### src/rtl/mmc_clk_pkg.sv
package mmc_clk_pkg;
    localparam int CHANS   = 2;
    localparam int ID_W    = 3;
    localparam int FIELD_W = 7;
    localparam int RATE_W  = 32;
    localparam int MAXDIV  = 1 << FIELD_W;
    localparam int DEN_W   = FIELD_W + 2;

    typedef enum logic [2:0] {
        ST_IDLE,
        ST_SEARCH,
        ST_APPLY,
        ST_FETCH,
        ST_DIVIDE,
        ST_REPORT,
        ST_REJECT
    } cfg_state_e;

    typedef enum logic {
        SRC_GPLL = 1'b0,
        SRC_OSC  = 1'b1
    } src_sel_e;

    typedef enum logic {
        OP_SET = 1'b0,
        OP_GET = 1'b1
    } cfg_op_e;
endpackage

### src/rtl/mmc_long_div.sv
module mmc_long_div
    import mmc_clk_pkg::*;
#(
    parameter int NUM_W = RATE_W,
    parameter int DW    = DEN_W
) (
    input  logic             clk,
    input  logic             rst_n,
    input  logic             start,
    input  logic [NUM_W-1:0] num,
    input  logic [DW-1:0]    den,
    output logic             done,
    output logic [NUM_W-1:0] quot
);
    localparam int CNT_W = $clog2(NUM_W + 1);

    logic [NUM_W-1:0] sh_q;
    logic [DW-1:0]    rem_q;
    logic [DW-1:0]    den_q;
    logic [CNT_W-1:0] cnt_q;
    logic             busy_q;
    logic             done_q;
    logic [DW:0]      rem_sh;
    logic             fits;

    assign rem_sh = {rem_q, sh_q[NUM_W-1]};
    assign fits   = rem_sh >= {1'b0, den_q};

    always_ff @(posedge clk) begin
        if (!rst_n) begin
            sh_q   <= '0;
            rem_q  <= '0;
            den_q  <= '0;
            cnt_q  <= '0;
            busy_q <= 1'b0;
            done_q <= 1'b0;
        end else begin
            done_q <= 1'b0;
            if (start) begin
                sh_q   <= num;
                rem_q  <= '0;
                den_q  <= den;
                cnt_q  <= CNT_W'(NUM_W);
                busy_q <= 1'b1;
            end else if (busy_q) begin
                sh_q  <= {sh_q[NUM_W-2:0], fits};
                rem_q <= fits ? DW'(rem_sh - {1'b0, den_q}) : DW'(rem_sh);
                cnt_q <= cnt_q - 1'b1;
                if (cnt_q == CNT_W'(1)) begin
                    busy_q <= 1'b0;
                    done_q <= 1'b1;
                end
            end
        end
    end

    assign done = done_q;
    assign quot = sh_q;

    AST_REM_BELOW_DEN: assert property (@(posedge clk) disable iff (!rst_n)
        busy_q |-> (rem_q < den_q));
endmodule

### src/rtl/mmc_clk_chan.sv
module mmc_clk_chan
    import mmc_clk_pkg::*;
#(
    parameter int FW = FIELD_W
) (
    input  logic          clk,
    input  logic          rst_n,
    input  logic          gpll_tick,
    input  logic          osc_tick,
    input  logic          wr,
    input  logic          wr_sel,
    input  logic [FW-1:0] wr_field,
    output logic          prog_sel,
    output logic [FW-1:0] prog_field,
    output logic          clk_out
);
    src_sel_e      cur_sel_q, pend_sel_q;
    logic [FW-1:0] cur_field_q, pend_field_q;
    logic          pend_q;
    logic [FW-1:0] cnt_q;
    logic          out_q;
    logic          tick;
    logic          terminal;

    assign tick     = (cur_sel_q == SRC_OSC) ? osc_tick : gpll_tick;
    assign terminal = tick && (cnt_q == cur_field_q);

    always_ff @(posedge clk) begin
        if (!rst_n) begin
            cur_sel_q    <= SRC_OSC;
            cur_field_q  <= '0;
            pend_sel_q   <= SRC_OSC;
            pend_field_q <= '0;
            pend_q       <= 1'b0;
            cnt_q        <= '0;
            out_q        <= 1'b0;
        end else begin
            if (terminal) begin
                cnt_q <= '0;
                out_q <= ~out_q;
            end else if (tick) begin
                cnt_q <= cnt_q + 1'b1;
            end
            if (terminal && !out_q && pend_q) begin
                cur_sel_q   <= pend_sel_q;
                cur_field_q <= pend_field_q;
            end
            if (wr) begin
                pend_sel_q   <= src_sel_e'(wr_sel);
                pend_field_q <= wr_field;
                pend_q       <= 1'b1;
            end else if (terminal && !out_q) begin
                pend_q <= 1'b0;
            end
        end
    end

    assign prog_sel   = pend_q ? pend_sel_q : cur_sel_q;
    assign prog_field = pend_q ? pend_field_q : cur_field_q;
    assign clk_out    = out_q;

    AST_SWITCH_AT_RISE: assert property (@(posedge clk) disable iff (!rst_n)
        (!$stable(cur_field_q) || !$stable(cur_sel_q)) |-> $rose(out_q));
    AST_TOGGLE_ON_TICK: assert property (@(posedge clk) disable iff (!rst_n)
        !$stable(out_q) |-> $past(tick));
endmodule

### src/rtl/mmc_cfg_fsm.sv
module mmc_cfg_fsm
    import mmc_clk_pkg::*;
#(
    parameter int unsigned OSC_HZ = 24_000_000
) (
    input  logic                          clk,
    input  logic                          rst_n,
    input  logic                          start,
    input  logic                          op,
    input  logic [ID_W-1:0]               id,
    input  logic [RATE_W-1:0]             gpll_hz,
    input  logic [RATE_W-1:0]             req_hz,
    input  logic [CHANS-1:0]              prog_sel,
    input  logic [CHANS-1:0][FIELD_W-1:0] prog_field,
    input  logic                          div_done,
    input  logic [RATE_W-1:0]             div_q,
    output logic                          busy,
    output logic                          done,
    output logic                          err,
    output logic [RATE_W-1:0]             rate,
    output logic [CHANS-1:0]              wr,
    output logic                          wr_sel,
    output logic [FIELD_W-1:0]            wr_field,
    output logic                          div_start,
    output logic [RATE_W-1:0]             div_num,
    output logic [DEN_W-1:0]              div_den
);
    localparam int QW = FIELD_W + 1;
    localparam logic [QW-1:0] QMAX = QW'(MAXDIV);

    cfg_state_e          state_q, state_d;
    logic                chan_q;
    logic                use_osc_q;
    logic [RATE_W-1:0]   tgt_q, req_q, gpll_q, rate_q;
    logic [RATE_W:0]     acc_q, acc_n;
    logic [QW-1:0]       q_q, q_n;
    logic [FIELD_W-1:0]  fld_q;
    logic                hit, id_ok, req_bad;

    assign acc_n   = acc_q + {1'b0, req_q};
    assign q_n     = q_q + 1'b1;
    assign hit     = acc_n >= {1'b0, tgt_q};
    assign id_ok   = id < ID_W'(2 * CHANS);
    assign req_bad = (op == OP_SET) && (req_hz == '0);

    always_ff @(posedge clk) begin
        if (!rst_n) state_q <= ST_IDLE;
        else        state_q <= state_d;
    end

    always_comb begin
        state_d = state_q;
        unique case (state_q)
            ST_IDLE:   if (start) state_d = (!id_ok || req_bad) ? ST_REJECT :
                                            (op == OP_SET) ? ST_SEARCH : ST_FETCH;
            ST_SEARCH: if (hit || (q_n == QMAX && use_osc_q)) state_d = ST_APPLY;
            ST_APPLY:  state_d = ST_FETCH;
            ST_FETCH:  state_d = ST_DIVIDE;
            ST_DIVIDE: if (div_done) state_d = ST_REPORT;
            ST_REPORT: state_d = ST_IDLE;
            ST_REJECT: state_d = ST_IDLE;
            default:   state_d = ST_IDLE;
        endcase
    end

    always_ff @(posedge clk) begin
        if (!rst_n) begin
            chan_q    <= 1'b0;
            use_osc_q <= 1'b0;
            tgt_q     <= '0;
            req_q     <= '0;
            gpll_q    <= '0;
            rate_q    <= '0;
            acc_q     <= '0;
            q_q       <= '0;
            fld_q     <= '0;
        end else begin
            unique case (state_q)
                ST_IDLE: if (start) begin
                    chan_q    <= id[1];
                    req_q     <= req_hz;
                    gpll_q    <= gpll_hz;
                    tgt_q     <= gpll_hz >> 1;
                    acc_q     <= '0;
                    q_q       <= '0;
                    use_osc_q <= 1'b0;
                end
                ST_SEARCH: begin
                    if (hit) begin
                        fld_q <= FIELD_W'(q_n - 1'b1);
                    end else if (q_n == QMAX) begin
                        if (!use_osc_q) begin
                            use_osc_q <= 1'b1;
                            tgt_q     <= RATE_W'(OSC_HZ / 2);
                            acc_q     <= '0;
                            q_q       <= '0;
                        end else begin
                            fld_q <= FIELD_W'(MAXDIV - 1);
                        end
                    end else begin
                        acc_q <= acc_n;
                        q_q   <= q_n;
                    end
                end
                ST_DIVIDE: if (div_done) rate_q <= div_q;
                default: ;
            endcase
        end
    end

    always_comb begin
        busy      = state_q != ST_IDLE;
        done      = state_q == ST_REPORT;
        err       = state_q == ST_REJECT;
        rate      = rate_q;
        wr        = '0;
        if (state_q == ST_APPLY) wr[chan_q] = 1'b1;
        wr_sel    = use_osc_q;
        wr_field  = fld_q;
        div_start = state_q == ST_FETCH;
        div_num   = prog_sel[chan_q] ? RATE_W'(OSC_HZ) : gpll_q;
        div_den   = DEN_W'(({2'b00, prog_field[chan_q]} + 1'b1) << 1);
    end

    AST_FALLBACK_AFTER_MAX: assert property (@(posedge clk) disable iff (!rst_n)
        $rose(use_osc_q) |-> ($past(q_q) == QMAX - 1'b1));
    AST_SINGLE_WRITE: assert property (@(posedge clk) disable iff (!rst_n)
        $onehot0(wr));
endmodule

### src/rtl/mmc_clkgen.sv
module mmc_clkgen
    import mmc_clk_pkg::*;
#(
    parameter int unsigned OSC_HZ = 24_000_000
) (
    input  logic              clk,
    input  logic              rst_n,
    input  logic              gpll_tick,
    input  logic              osc_tick,
    input  logic              cfg_start,
    input  logic              cfg_op,
    input  logic [ID_W-1:0]   cfg_id,
    input  logic [RATE_W-1:0] gpll_hz,
    input  logic [RATE_W-1:0] req_hz,
    output logic              cfg_busy,
    output logic              cfg_done,
    output logic              cfg_err,
    output logic [RATE_W-1:0] rate_hz,
    output logic              emmc_clk,
    output logic              sd_clk
);
    logic [CHANS-1:0]              wr;
    logic                          wr_sel;
    logic [FIELD_W-1:0]            wr_field;
    logic [CHANS-1:0]              prog_sel;
    logic [CHANS-1:0][FIELD_W-1:0] prog_field;
    logic [CHANS-1:0]              ch_clk;
    logic                          div_start, div_done;
    logic [RATE_W-1:0]             div_num, div_q;
    logic [DEN_W-1:0]              div_den;

    mmc_cfg_fsm #(.OSC_HZ(OSC_HZ)) u_fsm (
        .clk(clk), .rst_n(rst_n), .start(cfg_start), .op(cfg_op), .id(cfg_id),
        .gpll_hz(gpll_hz), .req_hz(req_hz), .prog_sel(prog_sel),
        .prog_field(prog_field), .div_done(div_done), .div_q(div_q),
        .busy(cfg_busy), .done(cfg_done), .err(cfg_err), .rate(rate_hz),
        .wr(wr), .wr_sel(wr_sel), .wr_field(wr_field), .div_start(div_start),
        .div_num(div_num), .div_den(div_den)
    );

    mmc_long_div #(.NUM_W(RATE_W), .DW(DEN_W)) u_div (
        .clk(clk), .rst_n(rst_n), .start(div_start), .num(div_num),
        .den(div_den), .done(div_done), .quot(div_q)
    );

    for (genvar c = 0; c < CHANS; c++) begin : g_chan
        mmc_clk_chan #(.FW(FIELD_W)) u_chan (
            .clk(clk), .rst_n(rst_n), .gpll_tick(gpll_tick), .osc_tick(osc_tick),
            .wr(wr[c]), .wr_sel(wr_sel), .wr_field(wr_field),
            .prog_sel(prog_sel[c]), .prog_field(prog_field[c]),
            .clk_out(ch_clk[c])
        );
    end

    assign emmc_clk = ch_clk[0];
    assign sd_clk   = ch_clk[1];

    AST_DONE_ERR_EXCL: assert property (@(posedge clk) disable iff (!rst_n)
        !(cfg_done && cfg_err));
    AST_RATE_ONLY_ON_DONE: assert property (@(posedge clk) disable iff (!rst_n)
        !$stable(rate_hz) |-> cfg_done);
    AST_REJECT_KEEPS: assert property (@(posedge clk) disable iff (!rst_n)
        cfg_err |-> ($stable(prog_sel) && $stable(prog_field)));
    AST_RESULT_NEEDS_BUSY: assert property (@(posedge clk) disable iff (!rst_n)
        (cfg_done || cfg_err) |-> cfg_busy);
endmodule

### config.mk
export PLATFORM = sky130hd
export DESIGN_NAME = mmc_clkgen
export DESIGN_NICKNAME = d
export VERILOG_FILES = /design/src/rtl/mmc_clk_pkg.sv /design/src/rtl/mmc_long_div.sv /design/src/rtl/mmc_clk_chan.sv /design/src/rtl/mmc_cfg_fsm.sv /design/src/rtl/mmc_clkgen.sv
export SDC_FILE = /design/constraint.sdc
export NUM_CORES = 1
export LEC_CHECK = 0
export BUFFER_PORTS_ARGS = -buffer_cell sky130_fd_sc_hd__buf_2
export CAP_MARGIN = 20
export CORE_MARGIN = 2
export CORE_UTILIZATION = 55
export CTS_CLUSTER_DIAMETER = 50
export DETAILED_ROUTE_END_ITERATION = 12
export GPL_ROUTABILITY_DRIVEN = 0
export PLACE_DENSITY = 0.77
export SETUP_SLACK_MARGIN = 0.5
export SLEW_MARGIN = 10
export SYNTH_ARGS = -nofsm -noshare
export SYNTH_HDL_FRONTEND = slang
export SYNTH_SLANG_ARGS = --single-unit
### constraint.sdc
create_clock -name clk -period 4.7 [get_ports clk]
set_input_delay 0.94 -clock clk [delete_from_list [all_inputs] [get_ports clk]]
set_output_delay 0.94 -clock clk [all_outputs]
set_load 0.1 [all_outputs]
==> results_dict.tcl, run 1 <==
set metrics [dict create \
    syn-num-nets 1884 \
    fmax_mhz 215.3 \
    crit_path_end_kind "register" \
    drive_gt1_share_pct 16.72 \
    final_area_sq_um 16970 \
    grt-ovfl-total 0 \
    tightest_slew_ns 1.038 \
    synth.largest_area_cell "dfxtp_1" \
    min_period_ns 4.645 \
    critPathKind "register to register" \
    dp_hpwl_mm 24.55 \
    detail_route.vias_per_cell 5.767 \
    drt_iter0_drc 950 \
    syn_area_per_cell_sq_um 8.305 \
    avgRoutedWirePerCell_um 16.94 \
    outcome "finished, final reports clean" \
    max_slew_margin_pct 30.25 \
    mappedNetlistArea_sq_um 14380 \
    cts_tree "done" \
    fp-row-count 59 \
    clk_pin_slew_worst_paths_ns 0.06 \
    final_antenna_net_count 0 \
    maxCapViolCount 0 \
    antenna_found_initial 0 \
    synth_seq_cells 287 \
    p_total_uw 7594 \
    grt_use_total_pct 25.23 \
    finalHoldViolCount 0 \
    grt_pass1_vias 11722 \
    grt_max_degree 68 \
    wirelength_met1_mm 16.22 \
    yosysWarnings 0 \
    yosys.area.top_type_share_pct 39.94 \
    cts_buffers 35 \
    pwr_density_cell_nw_per_um2 447.6 \
    fp.dieArea_sq_um 27460 \
    dp.cells 2097 \
    p_leak_uw 0.006934 \
    holdBufCountCts 0 \
    grt_first_pass_wirelength_mm 58.29 \
    instances_no_fill 2189 \
    vias 12624 \
    placed_cell_area_sq_um 15100 \
    fin_nets 1981 \
    fin_crit_sh_pct 98.83 \
    yosys-top-cells-count "345 x nand2_1, 287 x dfxtp_1, 207 x a21oi_1, 149 x nor2_1, 87 x mux2i_1" \
    drc 0 \
    cts.sinks 287 \
    port_buffers 108 \
    cp.required_ns 5.09 \
    cp.arrival_ns 5.04 \
    dr.max_layer_used "met4" \
    synthTopCellsByArea "dfxtp_1 40%, nand2_1 9.0%, a21oi_1 7.2%, ha_1 6.7%, mux2i_1 6.1%" \
    rsz0062_at_grt "yes" \
    ios 110 \
    finalSetupViolCount 0 \
    route.met3.wl_mm 2.141 \
    start_util_pct 55.67 \
    ir_drop_uv 261.2 \
    netlist_instances 1732 \
    die_h_um 165.7 \
    synth.most_common_cell "nand2_1" \
    cts_htree_levels 2 \
    chipWidth_um 165.7 \
    synth_cell_types 73 \
    drv_slew 0 \
    coreArea_sq_um 25840 \
    routed_wl_mm 37.09 \
    fin_worst_skew_ns 0.03021 \
    clockBufferDepth 3 \
    wl_met2_mm 17.43 \
    area_delta_synth_final_pct 17.95 \
    drt_first_pass_iters 5 \
    antenna_cells 0 \
    clkLatencyLatePin_ns 0.53 \
    path_max_fanout 10 \
    synth_ff_type "dfxtp_1" \
    clockRootBuffer "clkbuf_16" \
    yosysSeqAreaShare_pct 39.94 \
    synth_async_sr_flop_share_pct 0 \
    hp-class "register to register" \
    synth_edf_count 0 \
    startpoint_type "register" \
]
-- power breakdown --
part | switching [uW] | internal (uW)
clock | 1070 | 1600
sequential | 176 | 2630
combinational | 1200 | 908
-- state kept, by name, summed over array words and instances, names as in the netlist, 3 cells and up --
signal / flops
g_chan.u_chan.cnt_q: 14
g_chan.u_chan.cur_field_q: 14
g_chan.u_chan.pend_field_q: 14
u_div.cnt_q: 6
u_div.den_q: 8
u_div.quot: 32
u_div.rem_q: 9
u_fsm.acc_q: 33
u_fsm.gpll_q: 32
u_fsm.q_q: 8
u_fsm.rate: 32
u_fsm.req_q: 32
u_fsm.state_q: 3
u_fsm.tgt_q: 31
u_fsm.wr_field: 7
-- logic make-up (layout without fill, tap and decap cells) --
| group | count (synthesis) | in the layout | share of synthesized area [%] |
|---|---|---|---|
| xor gates and xnor gates | 75 | 75 | 4.750 |
| and+or+nand+nor | 641 | 641 | 19.19 |
| buffers and inverters | 154 | 276 | 4.628 |
| AOI/OAI and AO/OA | 407 | 407 | 18.30 |
| adders and majority gates | 79 | 79 | 6.976 |
| DFF | 287 | 287 | 39.94 |
| muxes | 89 | 89 | 6.211 |
-- per-layer routing --
layer	global-route usage (%)	vias up
li1	-	6236
met1	33.48	5854
met2	41.84	431
met3	3.656	103
met4	9.452	0
met5	0	-
-- layout by cell type (no fill, tap or decap), drive strengths merged, types with 4 or more instances in the layout --
cell type / n
a32o: 9
o211ai: 8
nand2: 345
dfxtp: 287
nor2b: 19
nor4: 16
a21o: 18
and3: 9
inv: 60
nand3: 27
a21oi: 209
nand4: 21
o221a: 18
a311oi: 4
a31oi: 9
o21ai: 46
or3: 11
a211oi: 36
a22o: 21
o21bai: 7
xnor2: 35
clkinv: 9
nand2b: 13
ha: 77
mux2i: 87
nor2: 149
buf: 156
nor3: 16
xor2: 40
clkbuf: 49
and2: 4
-- cell type report --
cell class | instances | area [sq um]
sequential | 287 | 5749
clock buffer | 47 | 1022
clock inverter | 15 | 150.1
timing repair buffer | 158 | 1127
fill | 2107 | 8872
inverter | 56 | 212.7
multi-input combinational | 1291 | 8284
tap | 335 | 419.2
-- worst max-delay path, stage by stage (launching register included) --
cell	delay (ns)
dfxtp_2	0.33
ha_4	0.16
fa_2	0.37
a211oi_2	0.22
o21ai_2	0.08
o2111a_2	0.33
o21ai_2	0.16
nand2_2	0.10
buf_6	0.14
a31oi_4	0.17
xnor2_2	0.11
ha_1	0.33
nand4_1	0.21
nor4_4	0.07
nand2b_1	0.10
a21oi_2	0.06
o41ai_2	0.37
and3_4	0.25
buf_4	0.12
buf_12	0.10
nand4_4	0.09
a31o_4	0.29
buf_12	0.15
a22o_1	0.18
-- metrics by stage --
step           hold WS [ns]  util, %   TNS, ns  setup slack (ns)
3_5_place_dp         0.4435    58.46  -0.06664          -0.02351
4_1_cts              0.4521    64.45         0            0.1286
3_3_place_gp         0.4407    58.40         0            0.1277
5_1_grt              0.4688    65.66    -7.377           -0.1503
2_1_floorplan        0.4319        -         0            0.5248
6_report             0.4499    65.66         0           0.05487
-- timing repair --
item	CTS	global route
cloned	4	2
buffers inserted	14	10
gates resized for setup	33	47
endpoints found under the setup margin	82	82
pin swaps	35	37
-- path summary, 6_finish.rpt --
| path | startpoint | depth (start not counted) | slack (ns) | to |
|---|---|---|---|---|
| setup reg to reg | u_fsm.acc_q[0]$_SDFFE_PN0P_ | 23 | 0.05 | u_fsm.tgt_q[28]$_SDFFE_PN0P_ |
| setup / recovery | u_fsm.acc_q[0]$_SDFFE_PN0P_ | 23 | 0.05 | u_fsm.tgt_q[28]$_SDFFE_PN0P_ |
| hold / removal | u_fsm.rate[6]$_SDFFE_PN0P_ | 2 | 0.45 | u_fsm.rate[6]$_SDFFE_PN0P_ |
| hold reg to reg | u_fsm.rate[6]$_SDFFE_PN0P_ | 2 | 0.45 | u_fsm.rate[6]$_SDFFE_PN0P_ |
Note: power is estimated with default switching activity, not from simulation.
==> run 2, diff against run 1 <==
--- a/config.mk
+++ b/config.mk
@@ -7,11 +7,13 @@
 export LEC_CHECK = 0
 export BUFFER_PORTS_ARGS = -buffer_cell sky130_fd_sc_hd__buf_2
 export CAP_MARGIN = 20
+export CORE_ASPECT_RATIO = 0.5
 export CORE_MARGIN = 2
 export CORE_UTILIZATION = 55
 export CTS_CLUSTER_DIAMETER = 50
 export DETAILED_ROUTE_END_ITERATION = 12
 export GPL_ROUTABILITY_DRIVEN = 0
+export HOLD_SLACK_MARGIN = 0.03
 export PLACE_DENSITY = 0.77
 export SETUP_SLACK_MARGIN = 0.5
 export SLEW_MARGIN = 10
==> results_dict.tcl, run 2 (same netlist as run 1, synthesis figures left out) <==
set metrics [dict create \
    max_slew_margin_pct 37.34 \
    ir_drop_uv 300.4 \
    finalSetupViolCount 24 \
    drv_slew 0 \
    min_period_ns 4.722 \
    coreArea_sq_um 25440 \
    dp_hpwl_mm 24.84 \
    worst_path_largest_cell_delay_ns 0.42 \
    clkLatencyLatePin_ns 0.55 \
    final_area_sq_um 16580 \
    outcome "finished with violations" \
    fp.dieArea_sq_um 27540 \
    ios 110 \
    grt_max_degree 55 \
    drive_gt1_share_pct 15.15 \
    drt_iter0_drc 1186 \
    port_buffers 108 \
    antenna_found_initial 0 \
    cts_buffers 26 \
    fmax_mhz 211.8 \
    crit_path_end_kind "register" \
    rsz0062_at_grt "yes" \
    avgRoutedWirePerCell_um 16.99 \
    worstPathCellList "ha_4 -> fa_2 -> a211oi_2 -> o21ai_2 -> o2111a_2 -> a21oi_2 -> buf_4 -> buf_4 -> buf_4 -> buf_4 -> xnor2_1 -> ha_1 -> buf_4 -> a21oi_2 -> a21oi_1 -> o41ai_2 -> and3_4 -> buf_6 -> buf_12 -> nand4_4 -> a31o_1 -> buf_12 -> a22o_1" \
    cts_tree "done" \
    post-place-ws_ns 0.06618 \
    clockRootBuffer "clkbuf_16" \
    vias 12676 \
    drt_first_pass_iters 8 \
    finalHoldViolCount 0 \
    instances_no_fill 2186 \
    pwr_density_cell_nw_per_um2 425.3 \
    path_max_fanout 20 \
    hp-class "register to register" \
    start_util_pct 56.53 \
    routed_wl_mm 37.14 \
    grt_first_pass_wirelength_mm 58.79 \
    hold_ws_ns 0.4503 \
    path_delay_family "compound AO/OA/AOI/OAI gates" \
    cp.required_ns 5.14 \
    critPathKind "register to register" \
    startpoint_type "register" \
    top_register "u_fsm.acc_q" \
    clk_pin_slew_worst_paths_ns 0.07 \
    fin_tns_setup_ns -0.2523 \
    antenna_cells 0 \
    worst_slack_ns -0.02189 \
    drc 0 \
    clockBufferDepth 3 \
    maxCapViolCount 0 \
    p_leak_uw 0.006756 \
    placed_cell_area_sq_um 15160 \
    grt_pass1_vias 11608 \
    fp-row-count 41 \
    largest_register_ffs 33 \
    dp.cells 2108 \
    detail_route.vias_per_cell 5.799 \
    grt-ovfl-total 0 \
    fin_worst_skew_ns 0.02282 \
    tightest_slew_ns 0.9388 \
    violations "setup timing" \
    area_delta_synth_final_pct 15.26 \
    grt_use_total_pct 25.88 \
    fin_crit_sh_pct 100.5 \
    final_antenna_net_count 0 \
    fin_nets 1976 \
    chipWidth_um 232.7 \
    die_h_um 118.4 \
    fillCellCount 2161 \
    layout_common_cells "344 x nand2_1, 284 x dfxtp_1, 204 x a21oi_1" \
    slowest_stage "o41ai_2" \
    rrSetupSlack_ns -0.02 \
    critPathMostFrequentCell "buf_4" \
    final_common_cell "nand2_1" \
    crit_buf_inv 8 \
    cts_htree_levels 1 \
    cts.sinks 287 \
    cp.arrival_ns 5.16 \
    holdBufCountCts 0 \
]
## run 2: cell types whose count changed in the layout (fill, tap and decap cells not counted), sizes merged
cell	previous run	this run
buf	156	158
a22oi	2	3
inv	60	56
clkbuf	49	41
clkinvlp	1	2
clkinv	9	4
bufinv	1	2
## run 2: cell type report
class	count	area [sq um]	share of cell area, %
multi-input combinational	1292	8173	49.30
sequential	287	5749	34.68
timing repair buffer	161	1141	6.883
clock buffer	38	777.0	4.687
tap	344	430.4	2.596
inverter	56	212.7	1.283
clock inverter	8	95.09	0.5736
## run 2: metal layers
layer / global-route usage (%) / vias to the layer above / routed length (um)
met5: 0 / - / 0
met4: 7.803 / 0 / 1170
met3: 3.813 / 87 / 2127
met2: 40.49 / 439 / 16350
met1: 36.83 / 5936 / 17490
li1: - / 6214 / -
## run 2: power by group
| part | internal [uW] | switching [uW] | total [uW] |
|---|---|---|---|
| combinational | 885 | 1160 | 2040 |
| sequential | 2630 | 185 | 2810 |
| clock | 1250 | 943 | 2200 |
## run 2: final timing paths
path / startpoint / endpoint / depth (start not counted)
min: u_fsm.rate[23]$_SDFFE_PN0P_ / u_fsm.rate[23]$_SDFFE_PN0P_ / 2
max reg2reg: u_fsm.req_q[0]$_SDFFE_PN0P_ / u_fsm.tgt_q[10]$_SDFFE_PN0P_ / 23
min reg2reg: u_fsm.rate[23]$_SDFFE_PN0P_ / u_fsm.rate[23]$_SDFFE_PN0P_ / 2
max: u_fsm.req_q[0]$_SDFFE_PN0P_ / u_fsm.tgt_q[10]$_SDFFE_PN0P_ / 23
## run 2: what timing repair did
item                       in CTS  in global routing
setup buffers                  21                  5
pin swaps                      36                 46
setup endpoints to repair      81                 82
resized for setup              28                 22
gates cloned                    4                  2
## run 2: through the flow
stage          total power, uW  utilization, %
5_1_grt                   7351           65.16
4_1_cts                   6921           64.59
3_5_place_dp              4460           59.59
6_report                  7050           65.16
2_1_floorplan             4066               -
3_3_place_gp              4431           59.59
## run 2: worst min-delay path, cell delays in order, from the launching register on
cell     delay [ns]
dfxtp_1        0.30
nand2_1        0.05
a21oi_1        0.05
